--- src/rtl/mbal_pkg.sv ---
package mbal_pkg;

  typedef enum logic [1:0] {
    CUR_ZERO = 2'd0,
    CUR_POS  = 2'd1,
    CUR_NEG  = 2'd2
  } cur_sign_e;

  function automatic cur_sign_e decode_sign(input logic pos, input logic neg);
    if (pos && !neg) return CUR_POS;
    if (neg && !pos) return CUR_NEG;
    return CUR_ZERO;
  endfunction

endpackage

--- src/rtl/mbal_capture.sv ---
module mbal_capture
  import mbal_pkg::*;
#(
  parameter int N_MOD = 4,
  parameter int VW    = 12,
  parameter int IW    = 2
) (
  input  logic                  clk,
  input  logic                  rst_n,
  input  logic                  sync_in,
  input  logic [N_MOD*VW-1:0]   volt_in,
  input  logic                  cur_pos,
  input  logic                  cur_neg,
  input  logic [IW-1:0]         act_in,
  input  logic                  search_busy,
  output logic                  start_o,
  output logic [N_MOD*VW-1:0]   snap_volt_o,
  output cur_sign_e             snap_sign_o,
  output logic                  snap_rise_o,
  output logic [IW-1:0]         snap_act_o
);

  logic                sync_q, sync_d;
  logic                start_q, start_d;
  logic [N_MOD*VW-1:0] volt_q, volt_d;
  cur_sign_e           sign_q, sign_d;
  logic                rise_q, rise_d;
  logic [IW-1:0]       act_q, act_d;
  logic                accept;

  assign accept = (sync_in ^ sync_q) & ~search_busy & ~start_q;

  always_comb begin
    sync_d  = sync_in;
    start_d = accept;
    volt_d  = volt_q;
    sign_d  = sign_q;
    rise_d  = rise_q;
    act_d   = act_q;
    if (accept) begin
      volt_d = volt_in;
      sign_d = decode_sign(cur_pos, cur_neg);
      rise_d = sync_in;
      act_d  = act_in;
    end
  end

  always_ff @(posedge clk or negedge rst_n) begin
    if (!rst_n) begin
      sync_q  <= 1'b0;
      start_q <= 1'b0;
      volt_q  <= '0;
      sign_q  <= CUR_ZERO;
      rise_q  <= 1'b0;
      act_q   <= '0;
    end else begin
      sync_q  <= sync_d;
      start_q <= start_d;
      volt_q  <= volt_d;
      sign_q  <= sign_d;
      rise_q  <= rise_d;
      act_q   <= act_d;
    end
  end

  assign start_o     = start_q;
  assign snap_volt_o = volt_q;
  assign snap_sign_o = sign_q;
  assign snap_rise_o = rise_q;
  assign snap_act_o  = act_q;

endmodule

--- src/rtl/mbal_extreme_search.sv ---
module mbal_extreme_search #(
  parameter int N_MOD = 4,
  parameter int VW    = 12,
  parameter int IW    = 2
) (
  input  logic                clk,
  input  logic                rst_n,
  input  logic                start_i,
  input  logic [N_MOD*VW-1:0] volt_i,
  output logic                busy_o,
  output logic                done_o,
  output logic [IW-1:0]       max_idx_o,
  output logic [IW-1:0]       min_idx_o
);

  localparam logic [IW-1:0] LAST = IW'(N_MOD - 1);

  logic          run_q, run_d;
  logic          done_q, done_d;
  logic [IW-1:0] cnt_q, cnt_d;
  logic [VW-1:0] max_v_q, max_v_d, min_v_q, min_v_d;
  logic [IW-1:0] max_i_q, max_i_d, min_i_q, min_i_d;
  logic [VW-1:0] samp;

  assign samp = volt_i[VW*cnt_q +: VW];

  always_comb begin
    run_d   = run_q;
    done_d  = 1'b0;
    cnt_d   = cnt_q;
    max_v_d = max_v_q;
    min_v_d = min_v_q;
    max_i_d = max_i_q;
    min_i_d = min_i_q;
    if (start_i) begin
      max_v_d = volt_i[VW-1:0];
      min_v_d = volt_i[VW-1:0];
      max_i_d = '0;
      min_i_d = '0;
      cnt_d   = IW'(1);
      run_d   = (N_MOD > 1);
      done_d  = (N_MOD == 1);
    end else if (run_q) begin
      // strict comparisons keep the earliest (lowest index) module on ties
      if (samp > max_v_q) begin
        max_v_d = samp;
        max_i_d = cnt_q;
      end
      if (samp < min_v_q) begin
        min_v_d = samp;
        min_i_d = cnt_q;
      end
      if (cnt_q == LAST) begin
        run_d  = 1'b0;
        done_d = 1'b1;
      end else begin
        cnt_d = cnt_q + IW'(1);
      end
    end
  end

  always_ff @(posedge clk or negedge rst_n) begin
    if (!rst_n) begin
      run_q   <= 1'b0;
      done_q  <= 1'b0;
      cnt_q   <= '0;
      max_v_q <= '0;
      min_v_q <= '0;
      max_i_q <= '0;
      min_i_q <= '0;
    end else begin
      run_q   <= run_d;
      done_q  <= done_d;
      cnt_q   <= cnt_d;
      max_v_q <= max_v_d;
      min_v_q <= min_v_d;
      max_i_q <= max_i_d;
      min_i_q <= min_i_d;
    end
  end

  assign busy_o    = run_q | done_q;
  assign done_o    = done_q;
  assign max_idx_o = max_i_q;
  assign min_idx_o = min_i_q;

endmodule

--- src/rtl/mbal_perm_table.sv ---
module mbal_perm_table
  import mbal_pkg::*;
#(
  parameter int N_MOD = 4,
  parameter int IW    = 2
) (
  input  logic                clk,
  input  logic                rst_n,
  input  logic                done_i,
  input  logic                bal_en_i,
  input  logic                rise_i,
  input  cur_sign_e           sign_i,
  input  logic [IW-1:0]       act_i,
  input  logic [IW-1:0]       max_i,
  input  logic [IW-1:0]       min_i,
  output logic [N_MOD*IW-1:0] m_flat_o,
  output logic [N_MOD*IW-1:0] is_flat_o,
  output logic                swap_o
);

  logic [IW-1:0] m_q  [N_MOD];
  logic [IW-1:0] m_d  [N_MOD];
  logic [IW-1:0] is_q [N_MOD];
  logic [IW-1:0] is_d [N_MOD];
  logic [IW-1:0] cand, cand_sig, partner;
  logic          cond, swap;

  always_comb begin
    // rising+positive and falling+negative pick the weakest module
    cand     = (rise_i ^ (sign_i == CUR_NEG)) ? min_i : max_i;
    cand_sig = m_q[cand];
    partner  = is_q[act_i];
    cond     = rise_i ? (cand_sig > act_i) : (cand_sig < act_i);
    swap     = done_i & bal_en_i & (sign_i != CUR_ZERO) & cond;
    m_d      = m_q;
    is_d     = is_q;
    if (swap) begin
      m_d[cand]      = act_i;
      m_d[partner]   = cand_sig;
      is_d[act_i]    = cand;
      is_d[cand_sig] = partner;
    end
  end

  always_ff @(posedge clk or negedge rst_n) begin
    if (!rst_n) begin
      for (int k = 0; k < N_MOD; k++) begin
        m_q[k]  <= IW'(k);
        is_q[k] <= IW'(k);
      end
    end else begin
      m_q  <= m_d;
      is_q <= is_d;
    end
  end

  for (genvar g = 0; g < N_MOD; g++) begin : g_flat
    assign m_flat_o[g*IW +: IW]  = m_q[g];
    assign is_flat_o[g*IW +: IW] = is_q[g];
  end

  assign swap_o = swap;

endmodule

--- src/rtl/mbal_crossbar.sv ---
module mbal_crossbar #(
  parameter int N_MOD = 4,
  parameter int IW    = 2
) (
  input  logic [N_MOD-1:0]    sig_i,
  input  logic [N_MOD*IW-1:0] m_flat_i,
  output logic [N_MOD-1:0]    gate_o
);

  for (genvar g = 0; g < N_MOD; g++) begin : g_route
    assign gate_o[g] = sig_i[m_flat_i[g*IW +: IW]];
  end

endmodule

--- src/rtl/mmc_swap_balancer.sv ---
module mmc_swap_balancer
  import mbal_pkg::*;
#(
  parameter int N_MOD = 4,
  parameter int VW    = 12,
  localparam int IW   = (N_MOD > 1) ? $clog2(N_MOD) : 1
) (
  input  logic                clk,
  input  logic                rst_n,
  input  logic                bal_en,
  input  logic                sync_in,
  input  logic [IW-1:0]       act_idx,
  input  logic [N_MOD-1:0]    sw_sig,
  input  logic [N_MOD*VW-1:0] volt_flat,
  input  logic                cur_pos,
  input  logic                cur_neg,
  output logic [N_MOD-1:0]    gate_o
);

  logic [1:0]          rst_ff;
  logic                rst_core_n;
  logic                start;
  logic [N_MOD*VW-1:0] snap_volt;
  cur_sign_e           snap_sign;
  logic                snap_rise;
  logic [IW-1:0]       snap_act;
  logic                srch_busy, srch_done;
  logic [IW-1:0]       max_idx, min_idx;
  logic [N_MOD*IW-1:0] m_flat, is_flat;
  logic                swap_go;

  always_ff @(posedge clk or negedge rst_n) begin
    if (!rst_n) rst_ff <= 2'b00;
    else        rst_ff <= {rst_ff[0], 1'b1};
  end
  assign rst_core_n = rst_ff[1];

  mbal_capture #(.N_MOD(N_MOD), .VW(VW), .IW(IW)) u_cap (
    .clk(clk), .rst_n(rst_core_n), .sync_in(sync_in), .volt_in(volt_flat),
    .cur_pos(cur_pos), .cur_neg(cur_neg), .act_in(act_idx),
    .search_busy(srch_busy), .start_o(start), .snap_volt_o(snap_volt),
    .snap_sign_o(snap_sign), .snap_rise_o(snap_rise), .snap_act_o(snap_act)
  );

  mbal_extreme_search #(.N_MOD(N_MOD), .VW(VW), .IW(IW)) u_srch (
    .clk(clk), .rst_n(rst_core_n), .start_i(start), .volt_i(snap_volt),
    .busy_o(srch_busy), .done_o(srch_done), .max_idx_o(max_idx), .min_idx_o(min_idx)
  );

  mbal_perm_table #(.N_MOD(N_MOD), .IW(IW)) u_tab (
    .clk(clk), .rst_n(rst_core_n), .done_i(srch_done), .bal_en_i(bal_en),
    .rise_i(snap_rise), .sign_i(snap_sign), .act_i(snap_act),
    .max_i(max_idx), .min_i(min_idx), .m_flat_o(m_flat), .is_flat_o(is_flat),
    .swap_o(swap_go)
  );

  mbal_crossbar #(.N_MOD(N_MOD), .IW(IW)) u_xbar (
    .sig_i(sw_sig), .m_flat_i(m_flat), .gate_o(gate_o)
  );

endmodule

--- config.mk ---
export PLATFORM = sky130hd
export DESIGN_NAME = mmc_swap_balancer
export DESIGN_NICKNAME = d
export VERILOG_FILES = /design/src/rtl/mbal_pkg.sv /design/src/rtl/mbal_capture.sv /design/src/rtl/mbal_extreme_search.sv /design/src/rtl/mbal_perm_table.sv /design/src/rtl/mbal_crossbar.sv /design/src/rtl/mmc_swap_balancer.sv
export SDC_FILE = /design/constraint.sdc
export NUM_CORES = 1
export LEC_CHECK = 0
export ABC_AREA = 1
export BUFFER_PORTS_ARGS = -buffer_cell sky130_fd_sc_hd__buf_2
export CORE_MARGIN = 1
export CORE_UTILIZATION = 32
export CTS_CLUSTER_DIAMETER = 40
export DETAILED_ROUTE_END_ITERATION = 10
export GPL_TIMING_DRIVEN = 0
export RECOVER_POWER = 25
export SYNTH_ARGS = -nofsm -noshare
export SYNTH_HDL_FRONTEND = slang
export SYNTH_SLANG_ARGS = --single-unit
--- constraint.sdc ---
create_clock -name clk -period 3.7 [get_ports clk]
set_clock_uncertainty 0.2 [all_clocks]
set_input_delay 0.555 -clock clk [delete_from_list [all_inputs] [get_ports clk]]
set_output_delay 0.555 -clock clk [all_outputs]
set_load 0.005 [all_outputs]
==> results.toml, run 1 <==
[grt]
grt_max_degree = 60
grt.total_usage_pct = 17.2
first_global_vias = 4807
antenna_found_initial = 0
grt_overflow = 0
grt_pass1_wl_mm = 24.5

[synthesis]
synth_seq_cells = 105
syn-num-nets = 868
yosysUniqueCellTypes = 37
syn_area_um2 = 5810
syn_area_per_cell_um2 = 7.44
yosys_warnings = 0
seq_area_frac_synth_pct = 45.4
syn_inst = 782

[setup_path]
cpPeakStageDelay_ps = 400
rr_startpoint = "u_srch.cnt_q[0]$_DFFE_PN0P_"
startpoint = "u_srch.cnt_q[0]$_DFFE_PN0P_"
path_max_fanout = 10
crit_buf_inv = 3
slowest_stage = "o22ai_1"
crit_required_ps = 3730
cp-start-kind = "flip-flop"
cpLargestDelayFamily = "compound AO/OA/AOI/OAI gates"
crit_top_cell = "o21ai_0"
path_class = "reg -> reg"
critPathArrivalTime_ps = 3440
crit_chain = "buf_2 > clkbuf_1 > o21ai_0 > o22ai_1 > ha_1 > a21oi_1 > o21ai_0 > a21oi_1 > o211ai_1 > nand2_1 > nand2_2 > buf_2 > nand2_1 > o21ai_0"
critPathCaptureType = "flip-flop"

[routing]
drc = 0
wire_per_inst_um = 13.6
drt-total-wl_mm = 14.8
ant_nets = 0
drt_iter0_drc = 313
num_vias = 5156
first_pass_iters = 5
viasPerCell = 4.74

[sta]
timing.slew.headroom_pct = -21.2
setup_viol = 0
finalHoldViolCount = 0
fin_crit_ps = 3410
slew_violations = 45
tightestPinTransition_ps = 1820
rsz0062_at_grt = "no"
fmax_ghz = 0.293
fin_crit_sh_pct = 92.2

[finish]
num_antenna_cells = 0
fin_util_pct = 38.6
syn2layout_area_growth_pct = 16.5
stdcell_count = 1088
final_nets = 944
drive_gt1_share_pct = 15.4

[clock_tree]
clockBufferDepth = 2
h-tree-depth = 3
clkTransAtPathRegs_ps = 80
clock_tree.root_cell = "clkbuf_16"
cts_buffers = 9
cts_tree = "done"
cts_sinks = 105
cts_setup_buffers = 0
clock_insertion_delay_worst_skew_ps = 360

[power]
finalPower_mw = 6.61
p_per_area_nw_per_um2 = 976
p_leak_nw = 3.49
vdd_drop_max_v = 0.000397

[placement]
globalplace.congestion = 0.889
placedCellCount = 1071
io_buffers = 63
dp_hpwl_mm = 11.3

[run_status]
violations = "max-capacitance violations, max-slew violations"
status = "complete, but fails checks"

[die]
die-width_um = 137
start_util_pct = 33.2
core_um2 = 17500
dieArea_um2 = 18700
io_pins = 64
chipHeight_um = 137
row_count = 48

[min_path]
min-delay-start = "rst_ff[0]$_DFF_PN0_"
hold_class = "reg -> reg"

[job]
maxCapViolations = 1
state kept, by name (all words and copies together) (netlist names), 2 cells and up:
signal             flops
u_cap.snap_volt_o     48
u_srch.max_v_q        12
u_srch.min_v_q        12
u_tab.is_flat_o        8
u_tab.m_flat_o         8
rst_ff                 2
u_cap.snap_act_o       2
u_cap.snap_sign_o      2
u_srch.cnt_q           2
u_srch.max_idx_o       2
u_srch.min_idx_o       2
Yosys cell counts:
cell / instances / area, µm²
nand3_2: 3 / 30.0
inv_4: 1 / 6.26
clkbuf_1: 18 / 67.6
dfstp_2: 8 / 210
o21ai_0: 79 / 395
clkinv_1: 1 / 3.75
inv_6: 1 / 8.76
nor2_8: 1 / 20.0
nor2_2: 3 / 18.8
buf_6: 1 / 11.3
nand3b_1: 2 / 15.0
o21ai_4: 1 / 16.3
buf_2: 5 / 25.0
nand2_1: 314 / 1180
o21a_1: 1 / 7.51
o211a_1: 1 / 10.0
a21oi_1: 16 / 80.1
buf_1: 3 / 11.3
nand2_2: 13 / 81.3
o21ai_1: 4 / 20.0
conb_1: 1 / 3.75
dfrtp_1: 97 / 2430
a22oi_1: 3 / 22.5
o211ai_1: 1 / 7.51
nor3_1: 2 / 10.0
xor2_1: 1 / 8.76
nand2_4: 4 / 45.0
o31ai_1: 1 / 7.51
inv_2: 6 / 22.5
o21bai_1: 1 / 7.51
nand4_1: 2 / 12.5
o22ai_1: 15 / 93.8
nand3_1: 41 / 205
ha_1: 26 / 325
nor2_1: 48 / 180
buf_4: 1 / 7.51
inv_1: 56 / 210
power breakdown:
part,switching (mW),internal (mW),total [mW],leakage (nW)
clock,0.459,0.538,0.996,0.151
combinational,2.41,1.23,3.64,2.04
sequential,0.327,1.65,1.98,1.30
total,3.20,3.42,6.61,3.49
final cells by class:
cell class	count	area (µm²)
multi-input cells	584	2810
well taps	225	282
clock inverters	7	87.6
repair buffers	65	350
flip-flops and latches	105	2640
fillers	1860	10800
plain buffers	28	129
clock buffers	9	225
inverters	65	251
kinds of logic (layout without fill, tap and decap cells):
family	Yosys count	count (layout)	synth area share (%)
other	1	1	0.0645
and+or+nand+nor	433	433	30.9
AOI/OAI and AO/OA	123	123	11.5
buffers and inverters	93	174	6.43
xor gates and xnor gates	1	1	0.151
DFF	105	105	45.4
adders and majority gates	26	26	5.59
placed cells by master, fill, tap and decap left out, drive strengths merged:
cell and count:
o211a 1, nand3 44, nor3 2, a21oi 16, dlygate4sd3 1, o31ai 1
dfstp 8, clkinvlp 1, inv 66, nand3b 2, buf 72, o22ai 15
nand4 2, o21ai 84, nor2 52, ha 26, clkinv 4, nand2 331
conb 1, clkbuf 29, o21a 1, dfrtp 97, bufinv 1, xor2 1
a22oi 3, o211ai 1, o21bai 1
metal layers:
metal / GRT usage, % / vias up / wire, µm / part of all wire (%)
met3: 2.81 / 18 / 694 / 4.7
li1: - / 2660 / - / -
met1: 24.4 / 2357 / 7340 / 50
met5: 0 / - / 0 / 0
met4: 5.19 / 0 / 218 / 1.5
met2: 26.6 / 121 / 6550 / 44
what timing repair did:
| item | in CTS | in global routing |
|---|---|---|
| hold endpoints to repair | 2 | 0 |
| hold buffers | 1 | 0 |
| endpoints found under the setup margin | 10 | 14 |
| gates cloned | 0 | 0 |
| gates resized for setup | 2 | 8 |
worst paths after layout:
kind	slack (ps)	cells past startpoint	to
setup / recovery	290	14	u_srch.max_v_q[1]$_DFFE_PN0P_
hold / removal	160	0	rst_ff[1]$_DFF_PN0_
setup reg to reg	290	14	u_srch.max_v_q[1]$_DFFE_PN0P_
hold reg to reg	160	0	rst_ff[1]$_DFF_PN0_
max in group asynchronous	1640	1	u_tab.m_flat_o[7]$_DFFE_PN1P_
min in group asynchronous	300	2	rst_ff[1]$_DFF_PN0_
per-stage QoR:
stage | TNS, ps | hold WS, ps | setup slack [ps] | area [µm²]
3_5_place_dp | -496 | 137 | -77.4 | 6440
4_1_cts | 0 | 155 | 105 | 6770
6_report | 0 | 157 | 287 | 6780
3_3_place_gp | -85520 | 135 | -907 | 6410
2_1_floorplan | 0 | 59.4 | 372 | 5810
5_1_grt | 0 | 176 | 34.8 | 6780
No activity file was read; power rests on OpenSTA's default activity.
==> inputs of run 2 (changes only) <==
- CORE_UTILIZATION: 32 -> 53
- PLACE_DENSITY: default -> 0.73
==> results.toml, run 2 (synthesized netlist as in run 1, its figures left out) <==
[finish]
num_antenna_cells = 0
final_nets = 944
stdcell_count = 999
layout_common_cells = "314 x nand2_1, 97 x dfrtp_1, 79 x o21ai_0"
fill_cells = 975
drive_gt1_share_pct = 15.1
largest_reg_flops = 48
syn2layout_area_growth_pct = 13.3
fin_util_pct = 62.9
fin_area_um2 = 6590
layout_commonest_cell = "nand2_1"

[clock_tree]
cts_tree = "done"
clock_tree.root_cell = "clkbuf_8"
cts_setup_buffers = 0
cts_sinks = 105
clkTransAtPathRegs_ps = 110
clockBufferDepth = 2
h-tree-depth = 3
clock_insertion_delay_worst_skew_ps = 400
cts_buffers = 9

[power]
p_leak_nw = 3.45
finalPower_mw = 6.54
p_per_area_nw_per_um2 = 994
seq_power_share_pct = 30.1
clkPwrFrac_pct = 12.9
p_comb_share_pct = 57.0
intPower_mw = 3.30
sw_frac_of_total_pct = 49.6
vdd_drop_max_v = 0.000501
switching_power_mw = 3.25

[setup_path]
crit_buf_inv = 5
cpPeakStageDelay_ps = 400
cp-start-kind = "flip-flop"
cpLargestDelayFamily = "buffers and inverters"
r2r_cells = 15
critPathCaptureType = "flip-flop"
path_max_fanout = 10
critPathArrivalTime_ps = 3480
path_class = "reg -> reg"
crit_required_ps = 3800
crit_chain = "buf_2 > inv_2 > clkbuf_1 > o21ai_0 > o22ai_1 > ha_1 > nand4_1 > nor3_1 > nand3_1 > o21ai_1 > inv_1 > nand2_1 > nand2_2 > clkbuf_2 > o21ai_0"
crit_top_cell = "o21ai_0"
slowest_stage = "dfrtp_1"
cp_num_cells = 15

[run_status]
violations = "max-capacitance violations, max-slew violations"
status = "complete, but fails checks"

[sta]
finalHoldViolCount = 0
fin_crit_sh_pct = 91.1
timing.slew.headroom_pct = -35.6
slew_violations = 49
fin_tns_setup_ps = 0
fin_crit_ps = 3370
fmax_ghz = 0.297
tightestPinTransition_ps = 2030
setup_viol = 0
rsz0062_at_grt = "no"

[routing]
wire_per_inst_um = 14.9
drt_iter0_drc = 467
num_vias = 5345
viasPerCell = 5.35
drc = 0
drt-total-wl_mm = 14.9
ant_nets = 0
first_pass_iters = 6

[grt]
grt_pass1_wl_mm = 24.8
antenna_found_initial = 0
grt_max_degree = 56
grt.total_usage_pct = 28.3
grt_overflow = 0
first_global_vias = 5042

[placement]
place_area_um2 = 6330
io_buffers = 63
placedCellCount = 982
globalplace.congestion = 0.897
dp_hpwl_mm = 11.3

[die]
row_count = 37
chipHeight_um = 107
dieArea_um2 = 11400
start_util_pct = 55.6
io_pins = 64
die-width_um = 107
core_um2 = 10500

[job]
maxCapViolations = 1

[min_path]
holdPathStages = 1
hold_class = "in -> reg"
-- run 2: worst paths after layout --
check                                            startpoint                             to  slack (ps)
worst min-delay path                                sync_in         u_cap.sync_q$_DFF_PN0_         100
worst min register to register          rst_ff[0]$_DFF_PN0_            rst_ff[1]$_DFF_PN0_         160
worst max register to register  u_srch.cnt_q[0]$_DFFE_PN0P_  u_srch.max_v_q[1]$_DFFE_PN0P_         330
max in group asynchronous               rst_ff[1]$_DFF_PN0_  u_tab.m_flat_o[4]$_DFFE_PN0P_        1470
worst max-delay path            u_srch.cnt_q[0]$_DFFE_PN0P_  u_srch.max_v_q[1]$_DFFE_PN0P_         330
min in group asynchronous                             rst_n            rst_ff[1]$_DFF_PN0_         260
-- run 2: routing by layer --
metal	track usage [%]	wire (µm)
met4	9.39	275
met2	42.4	6550
met1	40.6	7060
met3	6.38	1060
met5	0	0
-- run 2: power groups by stage --
stage	clock network (mW)	registers (mW)	logic, mW
after global routing	0.894	2.03	4.25
final	0.846	1.97	3.73
after floorplan	0	1.88	2.70
after detailed placement	0	1.98	3.65
after CTS	0.857	1.96	3.67
after global placement	0	1.99	3.49
-- run 2: worst register-to-register path, cell delays in order (launching register included) --
cell,delay [ps]
dfrtp_1,400
buf_2,170
inv_2,120
clkbuf_1,330
o21ai_0,140
o22ai_1,400
ha_1,220
nand4_1,110
nor3_1,230
nand3_1,110
o21ai_1,130
inv_1,50
nand2_1,110
nand2_2,130
clkbuf_2,220
o21ai_0,210
-- run 2: final cells by class --
type | count | area, µm² | share of cell area, %
sequential | 105 | 2640 | 40.1
tap | 136 | 170 | 2.58
clock inverter | 6 | 97.6 | 1.48
timing repair buffer | 65 | 350 | 5.32
inverter | 65 | 251 | 3.82
clock buffer | 10 | 138 | 2.09
multi-input combinational | 584 | 2820 | 42.8
buffer | 28 | 125 | 1.90
-- run 2: metrics by stage --
| stage | hold slack [ps] | setup slack, ps |
|---|---|---|
| 2_1_floorplan | 59.4 | 372 |
| 3_3_place_gp | 140 | -696 |
| 3_5_place_dp | 143 | 138 |
| 4_1_cts | 78.4 | 100 |
| 5_1_grt | 91.8 | 0.0937 |
| 6_report | 102 | 328 |
-- run 2: timing repair --
| item | CTS | global route |
|---|---|---|
| resized for setup | 0 | 6 |
| endpoints found under the hold margin | 2 | 0 |
| endpoints found under the setup margin | 0 | 14 |
| hold buffers | 1 | 0 |
==> inputs of run 3 (changes only) <==
- clock period: 3.7 -> 3.22 ns (I/O delays scaled with it)
==> results.toml, run 3 (synthesized netlist as in run 1, its figures left out) <==
[run_status]
status = "complete, but fails checks"
violations = "max-capacitance violations, max-slew violations"

[finish]
multi_input_area_um2 = 2890
largest_reg_flops = 48
syn2layout_area_growth_pct = 14.3
drive_gt1_share_pct = 16.9
layout_commonest_cell = "nand2_1"
stdcell_count = 1000
fin_util_pct = 63.5
final_nets = 945
layout_common_cells = "314 x nand2_1, 97 x dfrtp_1, 67 x o21ai_0"
fill_cells = 998
num_antenna_cells = 0
regArea_um2 = 2640

[job]
maxCapViolations = 1

[min_path]
hold_class = "in -> reg"
min-delay-start = "sync_in"
holdPathEnd = "u_cap.sync_q$_DFF_PN0_"
holdPathStages = 1

[grt]
met1_usage_pct = 39.6
grt.total_usage_pct = 28.1
grt_pass1_wl_mm = 24.5
use_met3_pct = 7.05
met2_usage_pct = 42.3
top_usage_layer = "met2"
first_global_vias = 5052
grt_overflow = 0
grt_max_degree = 56
antenna_found_initial = 0

[placement]
io_buffers = 63
dp_hpwl_mm = 11.3
globalplace.congestion = 0.933
placedCellCount = 982

[routing]
num_vias = 5398
drt_iter0_drc = 394
drc = 0
ant_nets = 0
first_pass_iters = 5
viasPerCell = 5.40
drt-total-wl_mm = 15.0
wire_per_inst_um = 15.0

[setup_path]
crit_chain = "buf_2 > clkbuf_2 > o21ai_1 > o22ai_1 > ha_1 > nand2_1 > nor3_2 > nand3_1 > o21ai_1 > inv_1 > nand2_1 > nand2_4 > buf_4 > nand2_1 > o21ai_0"
path_max_fanout = 10
slowest_stage = "dfrtp_1"
rr_startpoint = "u_srch.cnt_q[0]$_DFFE_PN0P_"
crit_required_ps = 3280
r2r_cells = 15
rr_endpoint = "u_srch.max_v_q[1]$_DFFE_PN0P_"
critPathArrivalTime_ps = 3070
r2r_slack_ps = 210
critPathCaptureType = "flip-flop"
cpPeakStageDelay_ps = 390
cp-start-kind = "flip-flop"
crit_top_cell = "nand2_1"
path_class = "reg -> reg"

[power]
p_leak_nw = 3.47
vdd_drop_max_v = 0.000766
clkPwrFrac_pct = 11.0
sw_frac_of_total_pct = 50.2
intPower_mw = 3.78
switching_power_mw = 3.81
finalPower_mw = 7.59
seq_power_share_pct = 30.1
p_per_area_nw_per_um2 = 1140
p_comb_share_pct = 58.9

[die]
io_pins = 64
dieArea_um2 = 11400
row_count = 37
die-width_um = 107
start_util_pct = 55.6
core_um2 = 10500
chipHeight_um = 107

[sta]
timing.slew.headroom_pct = -34.1
fmax_ghz = 0.333
setup_viol = 0
slew_violations = 49
tightestPinTransition_ps = 2010
fin_crit_sh_pct = 93.3
fin_crit_ps = 3010
finalHoldViolCount = 0
rsz0062_at_grt = "no"

[clock_tree]
clkTransAtPathRegs_ps = 100
h-tree-depth = 3
clock_insertion_delay_worst_skew_ps = 390
cts_sinks = 105
clock_tree.root_cell = "clkbuf_8"
clockBufferDepth = 2
cts_buffers = 9
cts_tree = "done"
-- run 3: final cells by class --
| cell class | count | share of cell area (%) |
|---|---|---|
| multi-input combinational | 584 | 43.5 |
| sequential | 105 | 39.7 |
| timing repair buffer | 66 | 5.39 |
| inverter | 65 | 3.79 |
| tap | 136 | 2.56 |
| buffer | 28 | 2.13 |
| clock buffer | 10 | 1.92 |
| clock inverter | 6 | 1.05 |
-- run 3: critical path, delay by kind of cell (launching register included) --
kind / cells / cell delay [ps]
buffers and inverters: 4 / 610
AO/OA/AOI/OAI: 4 / 700
AND/OR/NAND/NOR: 6 / 640
flip-flops: 1 / 390
adder cells (fa/ha/maj): 1 / 340
-- run 3: metal layers --
layer / vias up / routed length (µm)
li1: 2650 / -
met1: 2532 / 6930
met2: 188 / 6730
met5: - / 0
met3: 28 / 1050
met4: 0 / 311
-- run 3: how the worst max path moves through the flow --
stage	start	to	slack, ps	cells past startpoint
floorplan	u_srch.cnt_q[0]$_DFFE_PN0P_	u_srch.max_v_q[4]$_DFFE_PN0P_	560	15
global placement	u_srch.cnt_q[0]$_DFFE_PN0P_	u_srch.max_idx_o[0]$_DFFE_PN0P_	-210	14
detailed placement	u_srch.cnt_q[0]$_DFFE_PN0P_	u_srch.max_v_q[2]$_DFFE_PN0P_	-350	14
CTS	u_srch.cnt_q[0]$_DFFE_PN0P_	u_srch.max_v_q[2]$_DFFE_PN0P_	10	15
global route	u_srch.cnt_q[0]$_DFFE_PN0P_	u_srch.max_v_q[4]$_DFFE_PN0P_	20	15
finish	u_srch.cnt_q[0]$_DFFE_PN0P_	u_srch.max_v_q[1]$_DFFE_PN0P_	210	15
-- run 3: timing repair --
action                                  4_1_cts  5_1_grt
gates resized for setup                      17       28
hold buffers                                  1        0
endpoints found under the hold margin         2        0
endpoints found under the setup margin       14       36
pin swaps                                     0        2
setup buffers                                 0        1
-- run 3: through the flow --
stage | setup TNS, ps | setup slack (ps) | hold slack [ps] | area [µm²]
finish | 0 | 214 | 46.7 | 6640
global route | 0 | 19.7 | 19.4 | 6640
CTS | 0 | 10.6 | 18.6 | 6580
detailed placement | -3140 | -351 | 70.8 | 6330
global placement | -2140 | -205 | 68.0 | 6300
floorplan | 0 | 564 | -12.6 | 5820
-- run 3: power by group through the flow --
stage	Combinational, mW	Sequential (mW)	Clock (mW)
CTS	4.28	2.27	0.846
floorplan	3.10	2.16	0
global route	5.04	2.35	0.906
global placement	4.01	2.29	0
finish	4.47	2.28	0.833
detailed placement	4.19	2.29	0
